--- config.mk ---
export PLATFORM = sky130hd
export DESIGN_NAME = uart_regif
export DESIGN_NICKNAME = d
export VERILOG_FILES = /design/src/rtl/uart_regif_pkg.sv /design/src/rtl/uart_rx_buf.sv /design/src/rtl/uart_ctl_regs.sv /design/src/rtl/uart_regif.sv
export SDC_FILE = /design/constraint.sdc
export NUM_CORES = 1
export LEC_CHECK = 0
export BUFFER_PORTS_ARGS = -buffer_cell sky130_fd_sc_hd__buf_4
export CELL_PAD_IN_SITES_DETAIL_PLACEMENT = 1
export CELL_PAD_IN_SITES_GLOBAL_PLACEMENT = 1
export CORE_MARGIN = 2
export CORE_UTILIZATION = 50
export CTS_CLUSTER_DIAMETER = 50
export DETAILED_ROUTE_END_ITERATION = 10
export HOLD_SLACK_MARGIN = 0.15
export PLACE_DENSITY = 0.91
export RECOVER_POWER = 50
export SLEW_MARGIN = 20
export SYNTH_ARGS = -nofsm -noshare
export SYNTH_HDL_FRONTEND = slang
export SYNTH_SLANG_ARGS = --single-unit
--- constraint.sdc ---
create_clock -name clk -period 2.95 [get_ports clk]
set_input_delay 0.295 -clock clk [delete_from_list [all_inputs] [get_ports clk]]
set_output_delay 0.295 -clock clk [all_outputs]
set_load 0.05 [all_outputs]
--- src/rtl/uart_regif_pkg.sv ---
package uart_regif_pkg;
  localparam int unsigned W_DATA  = 0;
  localparam int unsigned W_FLAG  = 6;
  localparam int unsigned W_LPDIV = 8;
  localparam int unsigned W_IDIV  = 9;
  localparam int unsigned W_FDIV  = 10;
  localparam int unsigned W_LINE  = 11;
  localparam int unsigned W_CTRL  = 12;
  localparam int unsigned W_LVL   = 13;
  localparam int unsigned W_MASK  = 14;
  localparam int unsigned W_RAW   = 15;
  localparam int unsigned W_MSK   = 16;
  localparam int unsigned W_CLR   = 17;
  localparam int unsigned W_DMA   = 18;

  localparam int unsigned RX_INT_BIT = 4;
  localparam int unsigned TX_INT_BIT = 5;
  localparam int unsigned FIFO_EN_BIT = 4;

  localparam logic [15:0] CTRL_RST = 16'h0300;
  localparam logic [5:0]  LVL_RST  = 6'h12;

  function automatic logic [7:0] id_byte(input logic [2:0] sel);
    logic [7:0] v;
    case (sel)
      3'd0: v = 8'h11;
      3'd1: v = 8'h10;
      3'd2: v = 8'h14;
      3'd3: v = 8'h00;
      3'd4: v = 8'h0D;
      3'd5: v = 8'hF0;
      3'd6: v = 8'h05;
      default: v = 8'hB1;
    endcase
    return v;
  endfunction
endpackage

--- src/rtl/uart_rx_buf.sv ---
module uart_rx_buf #(
  parameter int unsigned DEPTH = 16,
  parameter int unsigned BYTE_W = 8,
  localparam int unsigned PTR_W = $clog2(DEPTH),
  localparam int unsigned CNT_W = $clog2(DEPTH + 1)
) (
  input  logic              clk,
  input  logic              rst_n,
  input  logic              deep_mode,
  input  logic              push_req,
  input  logic [BYTE_W-1:0] din,
  input  logic              pop_req,
  output logic [BYTE_W-1:0] head,
  output logic [CNT_W-1:0]  count,
  output logic [CNT_W-1:0]  count_nxt,
  output logic [CNT_W-1:0]  limit,
  output logic              in_ready,
  output logic              push_fire,
  output logic              pop_fire
);
  logic [BYTE_W-1:0] store [DEPTH];
  logic [PTR_W-1:0]  wr_ptr, rd_ptr, wr_ptr_nxt, rd_ptr_nxt;

  always_comb begin
    limit     = deep_mode ? CNT_W'(DEPTH) : CNT_W'(1);
    in_ready  = (count < limit);
    push_fire = push_req && in_ready;
    pop_fire  = pop_req && (count != '0);
    head      = store[rd_ptr];
    wr_ptr_nxt = push_fire ? wr_ptr + PTR_W'(1) : wr_ptr;
    rd_ptr_nxt = pop_fire  ? rd_ptr + PTR_W'(1) : rd_ptr;
    count_nxt = count;
    if (push_fire && !pop_fire) count_nxt = count + CNT_W'(1);
    else if (!push_fire && pop_fire) count_nxt = count - CNT_W'(1);
  end

  always_ff @(posedge clk or negedge rst_n) begin
    if (!rst_n) begin
      wr_ptr <= '0;
      rd_ptr <= '0;
      count  <= '0;
    end else begin
      wr_ptr <= wr_ptr_nxt;
      rd_ptr <= rd_ptr_nxt;
      count  <= count_nxt;
    end
  end

  for (genvar g = 0; g < DEPTH; g++) begin : g_slot
    always_ff @(posedge clk) begin
      if (push_fire && (wr_ptr == PTR_W'(g))) store[g] <= din;
    end
  end


  cnt_bound_chk: assert property (@(posedge clk) disable iff (!rst_n)
    count <= CNT_W'(DEPTH));


  drop_full_chk: assert property (@(posedge clk) disable iff (!rst_n)
    (push_req && (count >= limit) && !pop_req) |=> $stable(count));


  empty_pop_chk: assert property (@(posedge clk) disable iff (!rst_n)
    (pop_req && (count == '0) && !push_req) |=> (count == '0));
endmodule

--- src/rtl/uart_ctl_regs.sv ---
module uart_ctl_regs
  import uart_regif_pkg::*;
#(
  parameter int unsigned DATA_W = 32,
  parameter int unsigned IDX_W  = 10,
  parameter int unsigned BYTE_W = 8,
  parameter int unsigned MASK_W = 11
) (
  input  logic              clk,
  input  logic              rst_n,
  input  logic              wr_en,
  input  logic [IDX_W-1:0]  wr_idx,
  input  logic [DATA_W-1:0] wdata,
  input  logic              rx_set,
  input  logic              rx_clr,
  output logic [7:0]        lpdiv_q,
  output logic [15:0]       idiv_q,
  output logic [5:0]        fdiv_q,
  output logic [7:0]        line_q,
  output logic [15:0]       ctrl_q,
  output logic [5:0]        lvl_q,
  output logic [MASK_W-1:0] mask_q,
  output logic [2:0]        dma_q,
  output logic              raw_rx_q,
  output logic              raw_tx_q,
  output logic              tx_valid,
  output logic [BYTE_W-1:0] tx_byte
);
  logic wr_data, wr_clr;
  logic raw_rx_d, raw_tx_d;

  always_comb begin
    wr_data  = wr_en && (wr_idx == IDX_W'(W_DATA));
    wr_clr   = wr_en && (wr_idx == IDX_W'(W_CLR));
    raw_rx_d = raw_rx_q;
    raw_tx_d = raw_tx_q;
    if (wr_clr && wdata[RX_INT_BIT]) raw_rx_d = 1'b0;
    if (wr_clr && wdata[TX_INT_BIT]) raw_tx_d = 1'b0;
    if (rx_clr) raw_rx_d = 1'b0;
    if (rx_set) raw_rx_d = 1'b1;
    if (wr_data) raw_tx_d = 1'b1;
  end

  always_ff @(posedge clk or negedge rst_n) begin
    if (!rst_n) begin
      raw_rx_q <= 1'b0;
      raw_tx_q <= 1'b0;
      tx_valid <= 1'b0;
      tx_byte  <= '0;
    end else begin
      raw_rx_q <= raw_rx_d;
      raw_tx_q <= raw_tx_d;
      tx_valid <= wr_data;
      if (wr_data) tx_byte <= wdata[BYTE_W-1:0];
    end
  end

  always_ff @(posedge clk or negedge rst_n) begin
    if (!rst_n) begin
      lpdiv_q <= '0;
      idiv_q  <= '0;
      fdiv_q  <= '0;
      line_q  <= '0;
      ctrl_q  <= CTRL_RST;
      lvl_q   <= LVL_RST;
      mask_q  <= '0;
      dma_q   <= '0;
    end else if (wr_en) begin
      if (wr_idx == IDX_W'(W_LPDIV)) lpdiv_q <= wdata[7:0];
      if (wr_idx == IDX_W'(W_IDIV))  idiv_q  <= wdata[15:0];
      if (wr_idx == IDX_W'(W_FDIV))  fdiv_q  <= wdata[5:0];
      if (wr_idx == IDX_W'(W_LINE))  line_q  <= wdata[7:0];
      if (wr_idx == IDX_W'(W_CTRL))  ctrl_q  <= wdata[15:0];
      if (wr_idx == IDX_W'(W_LVL))   lvl_q   <= wdata[5:0];
      if (wr_idx == IDX_W'(W_MASK))  mask_q  <= wdata[MASK_W-1:0];
      if (wr_idx == IDX_W'(W_DMA))   dma_q   <= wdata[2:0];
    end
  end


  tx_pulse_chk: assert property (@(posedge clk) disable iff (!rst_n)
    wr_data |=> (tx_valid && raw_tx_q));


  tx_single_chk: assert property (@(posedge clk) disable iff (!rst_n)
    (tx_valid && !wr_data) |=> !tx_valid);


  clr_rx_chk: assert property (@(posedge clk) disable iff (!rst_n)
    (wr_clr && wdata[RX_INT_BIT] && !rx_set) |=> !raw_rx_q);
endmodule

--- src/rtl/uart_regif.sv ---
module uart_regif
  import uart_regif_pkg::*;
#(
  parameter int unsigned ADDR_W = 12,
  parameter int unsigned DATA_W = 32,
  parameter int unsigned DEPTH  = 16,
  parameter int unsigned BYTE_W = 8,
  parameter int unsigned MASK_W = 11,
  localparam int unsigned IDX_W = ADDR_W - 2,
  localparam int unsigned CNT_W = $clog2(DEPTH + 1)
) (
  input  logic              clk,
  input  logic              rst_n,
  input  logic              wr_en,
  input  logic              rd_en,
  input  logic [ADDR_W-1:0] addr,
  input  logic [DATA_W-1:0] wdata,
  output logic [DATA_W-1:0] rdata,
  input  logic              rx_valid,
  input  logic [BYTE_W-1:0] rx_byte,
  output logic              rx_ready,
  output logic              tx_valid,
  output logic [BYTE_W-1:0] tx_byte,
  output logic              irq
);
  logic [IDX_W-1:0]  idx;
  logic              in_id_area;
  logic              pop_req;
  logic [BYTE_W-1:0] head;
  logic [CNT_W-1:0]  count, count_nxt, limit;
  logic              push_fire, pop_fire;
  logic              rx_set, rx_clr;
  logic [7:0]        lpdiv_q, line_q;
  logic [15:0]       idiv_q, ctrl_q;
  logic [5:0]        fdiv_q, lvl_q;
  logic [MASK_W-1:0] mask_q, raw_vec, msk_vec;
  logic [2:0]        dma_q;
  logic              raw_rx_q, raw_tx_q;
  logic [7:0]        flag_vec;

  assign idx        = addr[ADDR_W-1:2];
  assign in_id_area = (addr >= ADDR_W'(12'hFE0));
  assign pop_req    = rd_en && !in_id_area && (idx == IDX_W'(W_DATA));
  assign rx_set     = push_fire && (count_nxt == CNT_W'(1));
  assign rx_clr     = pop_fire && (count_nxt == '0);

  uart_rx_buf #(.DEPTH(DEPTH), .BYTE_W(BYTE_W)) u_rxbuf (
    .clk(clk), .rst_n(rst_n), .deep_mode(line_q[FIFO_EN_BIT]),
    .push_req(rx_valid), .din(rx_byte), .pop_req(pop_req),
    .head(head), .count(count), .count_nxt(count_nxt), .limit(limit),
    .in_ready(rx_ready), .push_fire(push_fire), .pop_fire(pop_fire)
  );

  uart_ctl_regs #(.DATA_W(DATA_W), .IDX_W(IDX_W), .BYTE_W(BYTE_W), .MASK_W(MASK_W)) u_regs (
    .clk(clk), .rst_n(rst_n), .wr_en(wr_en && !in_id_area), .wr_idx(idx),
    .wdata(wdata), .rx_set(rx_set), .rx_clr(rx_clr),
    .lpdiv_q(lpdiv_q), .idiv_q(idiv_q), .fdiv_q(fdiv_q), .line_q(line_q),
    .ctrl_q(ctrl_q), .lvl_q(lvl_q), .mask_q(mask_q), .dma_q(dma_q),
    .raw_rx_q(raw_rx_q), .raw_tx_q(raw_tx_q),
    .tx_valid(tx_valid), .tx_byte(tx_byte)
  );

  always_comb begin
    raw_vec = '0;
    raw_vec[RX_INT_BIT] = raw_rx_q;
    raw_vec[TX_INT_BIT] = raw_tx_q;
    msk_vec = raw_vec & mask_q;
    irq = |msk_vec;
    flag_vec = 8'h00;
    flag_vec[7] = 1'b1;
    flag_vec[6] = (count >= limit);
    flag_vec[5] = 1'b0;
    flag_vec[4] = (count == '0);
  end

  always_comb begin
    rdata = '0;
    if (in_id_area) begin
      rdata = DATA_W'(id_byte(addr[4:2]));
    end else begin
      case (idx)
        IDX_W'(W_DATA):  rdata = DATA_W'(head);
        IDX_W'(W_FLAG):  rdata = DATA_W'(flag_vec);
        IDX_W'(W_LPDIV): rdata = DATA_W'(lpdiv_q);
        IDX_W'(W_IDIV):  rdata = DATA_W'(idiv_q);
        IDX_W'(W_FDIV):  rdata = DATA_W'(fdiv_q);
        IDX_W'(W_LINE):  rdata = DATA_W'(line_q);
        IDX_W'(W_CTRL):  rdata = DATA_W'(ctrl_q);
        IDX_W'(W_LVL):   rdata = DATA_W'(lvl_q);
        IDX_W'(W_MASK):  rdata = DATA_W'(mask_q);
        IDX_W'(W_RAW):   rdata = DATA_W'(raw_vec);
        IDX_W'(W_MSK):   rdata = DATA_W'(msk_vec);
        IDX_W'(W_DMA):   rdata = DATA_W'(dma_q);
        default:         rdata = '0;
      endcase
    end
  end


  rx_int_drop_chk: assert property (@(posedge clk) disable iff (!rst_n)
    (pop_fire && (count == CNT_W'(1)) && !push_fire) |=> !raw_rx_q);


  rx_int_rise_chk: assert property (@(posedge clk) disable iff (!rst_n)
    (push_fire && (count == '0)) |=> raw_rx_q);
endmodule

-- Word level (Yosys, flattened, before mapping)
Memories as Yosys holds them, arrays and structs flattened.
Cells that the tools add are included.
- register bits after elaboration: 98
- bits in writable memories: 128
- input port bits: 57
- word-level logic and storage cells: 210
- memories: 1
- memory list (name ; words ; width ; rd ports ; clocked after Yosys merged registers in ; write ports ; RTL line ; source):
    u_rxbuf.store ; 16 ; 8 ; 1 ; 0 ; 1 ; uart_rx_buf.sv:21 ; logic [BYTE_W-1:0] store [DEPTH];
- add/sub/neg operators: 4
- magnitude comparators: 3
- equality and inequality tests: 34
- multiplexer cells: 88
- bitwise operators: 1
- reductions and logical operators: 64
- operators with widths (cell ; count):
    16-bit case mux with 12 select lines ; 1
    8-bit 2-to-1 mux ; 15
    8-bit OR reduction ; 15
    10-bit by 4-bit == test with 1-bit output (second input constant) ; 8
    4-bit 2-to-1 mux ; 15
    8-bit case mux with 7 select lines ; 1
    1-bit 2-to-1 mux ; 52
    4-bit == test (second input constant) ; 8
    10-bit by 5-bit == test with 1-bit output (second input constant) ; 3
    1-bit logical AND ; 29
    4-bit by 3-bit == test with 1-bit output (second input constant) ; 4
    16-bit 2-to-1 mux ; 1
    2-bit AND reduction ; 8
    5-bit 2-to-1 mux ; 3
    12-bit greater-or-equal comparator (second input constant) ; 1
    6-bit by 11-bit bitwise AND with 11-bit output ; 1
    11-bit OR reduction ; 1
    10-bit by 3-bit == test with 1-bit output (second input constant) ; 1
    10-bit logical NOT ; 1
    5-bit logical NOT ; 2
    3-bit == test (second input constant) ; 3
    4-bit by 1-bit adder with 4-bit output (second input constant) ; 2
    4-bit by 2-bit == test with 1-bit output (second input constant) ; 2
    3-bit by 2-bit == test with 1-bit output (second input constant) ; 2
    13 further kinds ; 15

-- Longest topological paths before layout
Gate-level depths: netlist of run 1.
- depth in word-level cells: 22
- depth in mapped cells: 10
- gate-level depth less buffers: 9

-- By module
From an unflattened synthesis of run 1, not the netlist that was laid out.
- cell total of the unflattened synthesis: 650
- area total of the unflattened synthesis: 10461.3 µm²
- modules (own cells, without submodules) (module ; instances ; cells each ; area an instance (µm²) ; sequential area each (µm²)):
    uart_rx_buf ; 1 ; 280 ; 5869.4 ; 4169.0
    uart_ctl_regs ; 1 ; 202 ; 3339.5 ; 2132.0
    uart_regif ; 1 ; 168 ; 1252.5 ; 0.0

-- Worst setup path after synthesis of run 1
No wires, ideal clock.
- path type: flip-flop to output port
- start point: reg u_rxbuf.count[0]
- end point: out rdata[6]
- data arrival time: 2.915 ns
- required time: 2.655 ns
- setup slack: -0.260 ns
- stages on the path, launching flop included: 8
- buffers on the path: 0
- path through: dfrtp_1 inv_1 ha_1 or4b_4 a21oi_1 a21oi_1 a221oi_1 nand4b_1
- cells in the longest elaborated chain, start to end: 3
- RTL lines (element ; RTL line ; source):
    start, declared ; uart_rx_buf.sv:14 ; output logic [CNT_W-1:0] count,
    start signal, assigned ; uart_rx_buf.sv:45 ; count <= count_nxt;
    5-bit greater-or-equal comparator ; uart_regif.sv:71 ; flag_vec[6] = (count >= limit);
    16-bit case mux with 12 select lines ; uart_regif.sv:81 ; case (idx)
    16-bit 2-to-1 mux ; uart_regif.sv:78 ; if (in_id_area) begin
    end, declared ; uart_regif.sv:18 ; output logic [DATA_W-1:0] rdata,
Every way passes these cells.

-- Worst setup path after layout of run 1
- start point: reg u_rxbuf.rd_ptr[0]
- end point: out rdata[4]
- cells in the longest elaborated chain, start to end: 3
- RTL lines (element ; RTL line ; source):
    start, declared ; uart_rx_buf.sv:22 ; logic [PTR_W-1:0] wr_ptr, rd_ptr, wr_ptr_nxt, rd_ptr_nxt;
    start signal, assigned ; uart_rx_buf.sv:44 ; rd_ptr <= rd_ptr_nxt;
    memory read 16 x 8 bit ; - ;
    16-bit case mux with 12 select lines ; uart_regif.sv:81 ;
    16-bit 2-to-1 mux ; uart_regif.sv:78 ;
Every way passes these cells.

==> run_results.csv, run 1 <==
group,metric,value,unit
synthesis,ys_seq_area_share,63.5,%
floorplan,start_util,51.0,%
worst_setup_path,crit_start,"u_rxbuf.rd_ptr[0]",
outcome,run_status,"finished, violations left",
global_routing,antenna_found_initial,1,
clock_network,htree_levels,1,
clock_network,cts_buffers,28,
floorplan,io_pins,100,
synthesis,synth-simple-area-share,7.49,%
sta,slew_headroom,-43.5,%
worst_setup_path,end_kind,"output pin",
global_routing,grt_overflow,0,
sta,min_period,3190,ps
routing,drt-initial-drc-count,363,
clock_network,clock_latency,540,ps
place,finalWeightedCongestion,0.909,
routing,wl,27400,µm
place,preCtsSetupSlack,150,ps
worst_setup_path,critPathLaunchType,"flip-flop",
place,hpwl,17100,µm
final_layout,layout.nets,834,
synthesis,synthXorXnorAreaFrac,0.706,%
synthesis,syn_inst,629,
global_routing,grt_pass1_vias,7113,
floorplan,die_h,145,µm
sta,rsz0062_at_grt,"true",
sta,fin_ws,-244,ps
global_routing,grtUsageTotal,27.3,%
power,peakVddDrop,0.000511,V
clock_network,cts_tree,"built",
sta,slew_violations,88,
synthesis,yosysUniqueCellTypes,59,
sta,hold_viol,0,
clock_network,cts.clk_slew.worst_paths,60,ps
floorplan,dieWidth,145,µm
floorplan,num_rows,51,
synthesis,synth_top_family_by_area,"multiplexers",
power,p_total,0.00811,W
sta,clock_skew,6.99,ps
synthesis,async_flop_share,43.4,%
routing,routedWlPerCell,26.0,µm
final_layout,n_antenna_cell,0,
synthesis,synth_compound_area_share,4.55,%
synthesis,synth.avg_cell_area,15.8,µm²
clock_network,cts-root-buf,"clkbuf_16",
final_layout,drive_gt1_share,37.3,%
synthesis,synth_area,9930,µm²
synthesis,synthAdderAreaFrac,1.26,%
synthesis,synth_ff_type,"edfxtp_1",
routing,drc,0,
sta,max_freq,313,MHz
routing,via_count,6311,
final_layout,area_growth,23.0,%
power,power_density,664,nW/µm²
global_routing,grt_first_pass_wirelength,42100,µm
routing,avgViaCountPerCell,5.99,
clock_network,clockBufferDepth,3,
synthesis,netlist.area_leader.share,38.7,%
worst_setup_path,crit_arrival,2900,ps
sta,post-route-period-util,108,%
floorplan,die_area,21000,µm²
floorplan,core_area,19500,µm²
power,p_leak,4.88,nW
sta,setup_violations,8,
outcome,violations,"max-capacitance violations, max-slew violations, negative setup slack",
synthesis,synth.largest_area_cell,"edfxtp_1",
routing,ant_nets,0,
worst_hold_path,holdCritPathClass,"input port to flip-flop",
sta,worst_pin_slew,2150,ps
place,portBuffers,65,
run,cap_violations,1,
worst_setup_path,worst_ep_required_time,2650,ps
worst_hold_path,hp-start,"rd_en",
final_layout,postLayoutCoreUtil,62.7,%
synthesis,synth_mux_area_share,19.8,%
routing,drt-pass1-iter-count,5,
worst_setup_path,critical_path_class,"flip-flop to output pin",
clock_network,cts.sinks,226,
synthesis,synthTopCellsByArea,"edfxtp_1 39%, dfrtp_1 24%, mux4_2 10%",
global_routing,grt_max_degree,88,
synthesis,yosysWarnings,0,
synthesis,yosys.cell_count.top_type,"edfxtp_1",
synthesis,synth_edf_count,128,
synthesis,synth.ff_latch_count,226,
worst_setup_path,r2r-start,"u_rxbuf.count[0]",
worst_setup_path,worstPathMaxFanout,7,
synthesis,synth_commonest_cells,"128 x edfxtp_1, 94 x dfrtp_1, 82 x mux2_2, 44 x mux4_2, 37 x nand2_1",
-- report_power, final --
group	internal (W)	switching, W
sequential	0.00355	0.000155
clock	0.00204	0.00138
combinational	0.000371	0.000606
total	0.00596	0.00214
-- path summary, 6_finish.rpt --
path | endpoint | slack (ps) | depth (start not counted)
setup reg to reg | u_regs.raw_rx_q | 100 | 9
max in group asynchronous | u_rxbuf.rd_ptr[0] | 600 | 2
setup / recovery | rdata[4] | -240 | 7
min in group asynchronous | u_regs.ctrl_q[15] | 940 | 2
hold / removal | u_rxbuf.rd_ptr[0] | 360 | 4
hold reg to reg | u_regs.idiv_q[3] | 510 | 1
-- worst max-delay path: stages (launching register included) --
cell	delay, ps
dfrtp_2	420
buf_12	160
mux4_2	530
mux4_2	550
nand2_2	110
nand4_1	90
a211o_1	320
buf_6	180
-- cell usage in the layout, fill, tap and decap left out, types with 16 or more instances in the layout --
cell type and instances:
buf_4 77, clkbuf_1 20, clkbuf_16 29, conb_1 16
dfrtp_1 93, dlygate4sd3_1 25, edfxtp_1 128, mux2_2 82
mux4_2 44, nand2_1 33, nand3_1 18, nor2_1 28
nor3_1 18
-- metrics by stage --
step | setup TNS (ps) | hold WS, ps | cells | area, µm²
finish | -1340 | 361 | 1053 | 12200
floorplan | 0 | -0.591 | 644 | 9990
global route | -1860 | 367 | 1053 | 12200
CTS | -1380 | 332 | 1054 | 12300
detailed placement | 0 | 497 | 971 | 10900
global placement | 0 | 468 | 971 | 10900
-- sequential cells by signal (all words and copies together) (netlist names), 5 cells and up --
name and count:
u_rxbuf.store 128, u_regs.ctrl_q 16, u_regs.idiv_q 16, u_regs.mask_q 11
u_regs.line_q 8, u_regs.lpdiv_q 8, u_regs.tx_byte 8, u_regs.fdiv_q 6
u_regs.lvl_q 6, u_rxbuf.count 5
-- cell families (layout without fill, tap and decap cells) --
family / after synthesis / count (layout)
and+or+nand+nor: 142 / 142
muxes: 131 / 131
DFF: 226 / 226
buffers and inverters: 52 / 196
other: 1 / 16
adders and majority gates: 10 / 10
xor gates and xnor gates: 8 / 8
AOI/OAI and AO/OA: 59 / 59
-- area by class of cell --
| cell class | instances | area [µm²] |
|---|---|---|
| multi-input cells | 366 | 3460 |
| fillers | 1755 | 7250 |
| clock buffers | 35 | 768 |
| flip-flops and latches | 226 | 6300 |
| inverters | 9 | 33.8 |
| clock inverters | 16 | 171 |
| repair buffers | 136 | 1150 |
| well taps | 265 | 332 |
-- per-layer routing --
metal	global-route usage, %	part of all wire (%)	vias up	routed length [µm]
li1	-	-	2699	-
met1	31.7	37	3243	10100
met2	49.9	53	266	14500
met3	4.54	5.6	103	1530
met4	11.9	4.8	0	1320
met5	0	0	-	0
-- repair_timing --
item | in CTS | in global routing
gates resized for setup | 22 | 1
hold endpoints to repair | 293 | 0
hold buffers | 25 | 0
setup endpoints to repair | 8 | 8
pin swaps | 4 | 4
setup buffers | 4 | 0
cloned | 3 | 0
(Power assumes the default switching activity.)
==> run 2: changes to the inputs <==
- CORE_UTILIZATION: 50 -> 54
- PLACE_DENSITY: 0.91 -> 0.95
- clock period: 2.95 -> 3.85 ns (I/O delays scaled with it)
==> run_results.csv, run 2 (synthesis results as in run 1) <==
group,metric,value,unit
worst_setup_path,crit_start,"u_rxbuf.rd_ptr[0]",
floorplan,die_h,140,µm
routing,met1Wirelength,9790,µm
worst_setup_path,critical_path_class,"flip-flop to output pin",
sta,setup_violations,0,
sta,min_period,3650,ps
clock_network,cts.clk_slew.worst_paths,60,ps
final_layout,drive_gt1_share,32.8,%
routing,via_count,6148,
routing,avgViaCountPerCell,6.34,
routing,top_layer,"met4",
sta,post-route-period-util,94.9,%
sta,fin_tns_setup,0,ps
routing,drc,0,
final_layout,layout.nets,790,
global_routing,grt_first_pass_wirelength,40300,µm
final_layout,layout_common_cells,"128 x edfxtp_1, 93 x dfrtp_1, 82 x mux2_2, 63 x buf_4, 44 x mux4_2",
routing,routedWlPerCell,26.5,µm
power,p_total,0.00590,W
floorplan,io_pins,100,
routing,dr_wl_met2,13400,µm
outcome,violations,"max-capacitance violations, max-slew violations",
global_routing,grtUsageTotal,27.0,%
worst_hold_path,holdCritPathClass,"input port to flip-flop",
outcome,run_status,"finished, violations left",
worst_setup_path,worst_ep_required_time,3460,ps
power,p_leak,4.53,nW
global_routing,grt_overflow,0,
power,peakVddDrop,0.000437,V
worst_setup_path,r2r-start,"u_rxbuf.count[0]",
clock_network,cts_tree,"built",
sta,holdWs,171,ps
clock_network,cts_buffers,25,
clock_network,htree_levels,1,
clock_network,cts_resized,0,
final_layout,largestRegisters,"u_rxbuf.store: 128 flops, u_regs.ctrl_q: 16 flops, u_regs.idiv_q: 16 flops",
routing,drt-initial-drc-count,397,
clock_network,cts-root-buf,"clkbuf_16",
worst_setup_path,worstPathMaxFanout,19,
floorplan,start_util,55.1,%
final_layout,area_growth,15.9,%
final_layout,final_common_cell,"edfxtp_1",
floorplan,dieWidth,140,µm
sta,max_freq,274,MHz
worst_setup_path,critPathLaunchType,"flip-flop",
final_layout,n_antenna_cell,0,
floorplan,num_rows,49,
sta,worst_pin_slew,2020,ps
clock_network,clockBufferDepth,3,
worst_setup_path,end_kind,"output pin",
sta,rsz0062_at_grt,"false",
worst_hold_path,hp-start,"wdata[3]",
global_routing,grt_pass1_vias,6850,
routing,ant_nets,0,
clock_network,clock_latency,520,ps
global_routing,grt_max_degree,80,
clock_network,cts.sinks,226,
final_layout,largest_register,"u_rxbuf.store",
final_layout,postLayoutCoreUtil,63.8,%
routing,wl,25700,µm
place,hpwl,16900,µm
power,power_density,513,nW/µm²
floorplan,core_area,18000,µm²
sta,slew_headroom,-34.9,%
run,cap_violations,1,
routing,met3_length,1580,µm
place,portBuffers,65,
final_layout,largest_reg_flops,128,
floorplan,die_area,19500,µm²
sta,clock_skew,9.73,ps
sta,slew_violations,80,
global_routing,antenna_found_initial,0,
worst_setup_path,crit_arrival,3270,ps
place,finalWeightedCongestion,0.943,
sta,hold_viol,0,
routing,drt-pass1-iter-count,6,
-- run 2: cell count changes in the layout (fill, tap and decap cells not counted), moves of 4 or more --
| cell | delta |
|---|---|
| dlygate4sd3_1 | -14 |
| clkbuf_16 | -4 |
| buf_4 | -14 |
| clkbuf_1 | +4 |
| nand2_1 | +4 |
| nand2_2 | -4 |
| buf_6 | -10 |
-- run 2: worst max-delay path, stage by stage (launching register included) --
cell and delay (ps):
dfrtp_2 800, buf_4 300, mux4_2 550, mux4_2 520
a21oi_1 230, nand3_1 120, buf_4 210
-- run 2: final cells by class --
cell class | count | area (µm²)
sequential | 226 | 6300
inverter | 9 | 33.8
clock inverter | 14 | 151
timing repair buffer | 95 | 663
clock buffer | 30 | 654
fill | 1626 | 6520
tap | 229 | 287
multi-input combinational | 366 | 3410
-- run 2: what timing repair did --
item,in CTS,in global routing
setup buffers,0,0
hold buffers,11,0
hold endpoints to repair,101,0
-- run 2: power breakdown --
group | total (W) | switching (W) | internal, W
sequential | 0.00284 | 0.000122 | 0.00272
combinational | 0.000714 | 0.000458 | 0.000255
clock | 0.00235 | 0.000941 | 0.00141
total | 0.00590 | 0.00152 | 0.00438
-- run 2: worst paths after layout --
| check | slack [ps] | cells past startpoint | to |
|---|---|---|---|
| setup / recovery | 200 | 6 | rdata[2] |
| hold / removal | 170 | 2 | u_regs.tx_byte[3] |
| setup reg to reg | 420 | 6 | u_rxbuf.store[8][0] |
| hold reg to reg | 510 | 1 | u_regs.tx_byte[3] |
| max in group asynchronous | 1060 | 3 | u_regs.lvl_q[5] |
| min in group asynchronous | 980 | 2 | u_regs.idiv_q[11] |
-- run 2: routing by layer --
layer / vias up / GRT usage [%]
met1: 3172 / 33.4
met4: 0 / 9.95
met5: - / 0
met2: 297 / 48.1
met3: 82 / 4.34
li1: 2597 / -
-- run 2: metrics by stage --
stage	area, µm²	std cells	setup slack (ps)
after floorplan	9980	644	550
after global placement	10700	914	714
after detailed placement	10700	914	440
after CTS	11600	969	157
after global routing	11500	969	42.1
final	11500	969	195
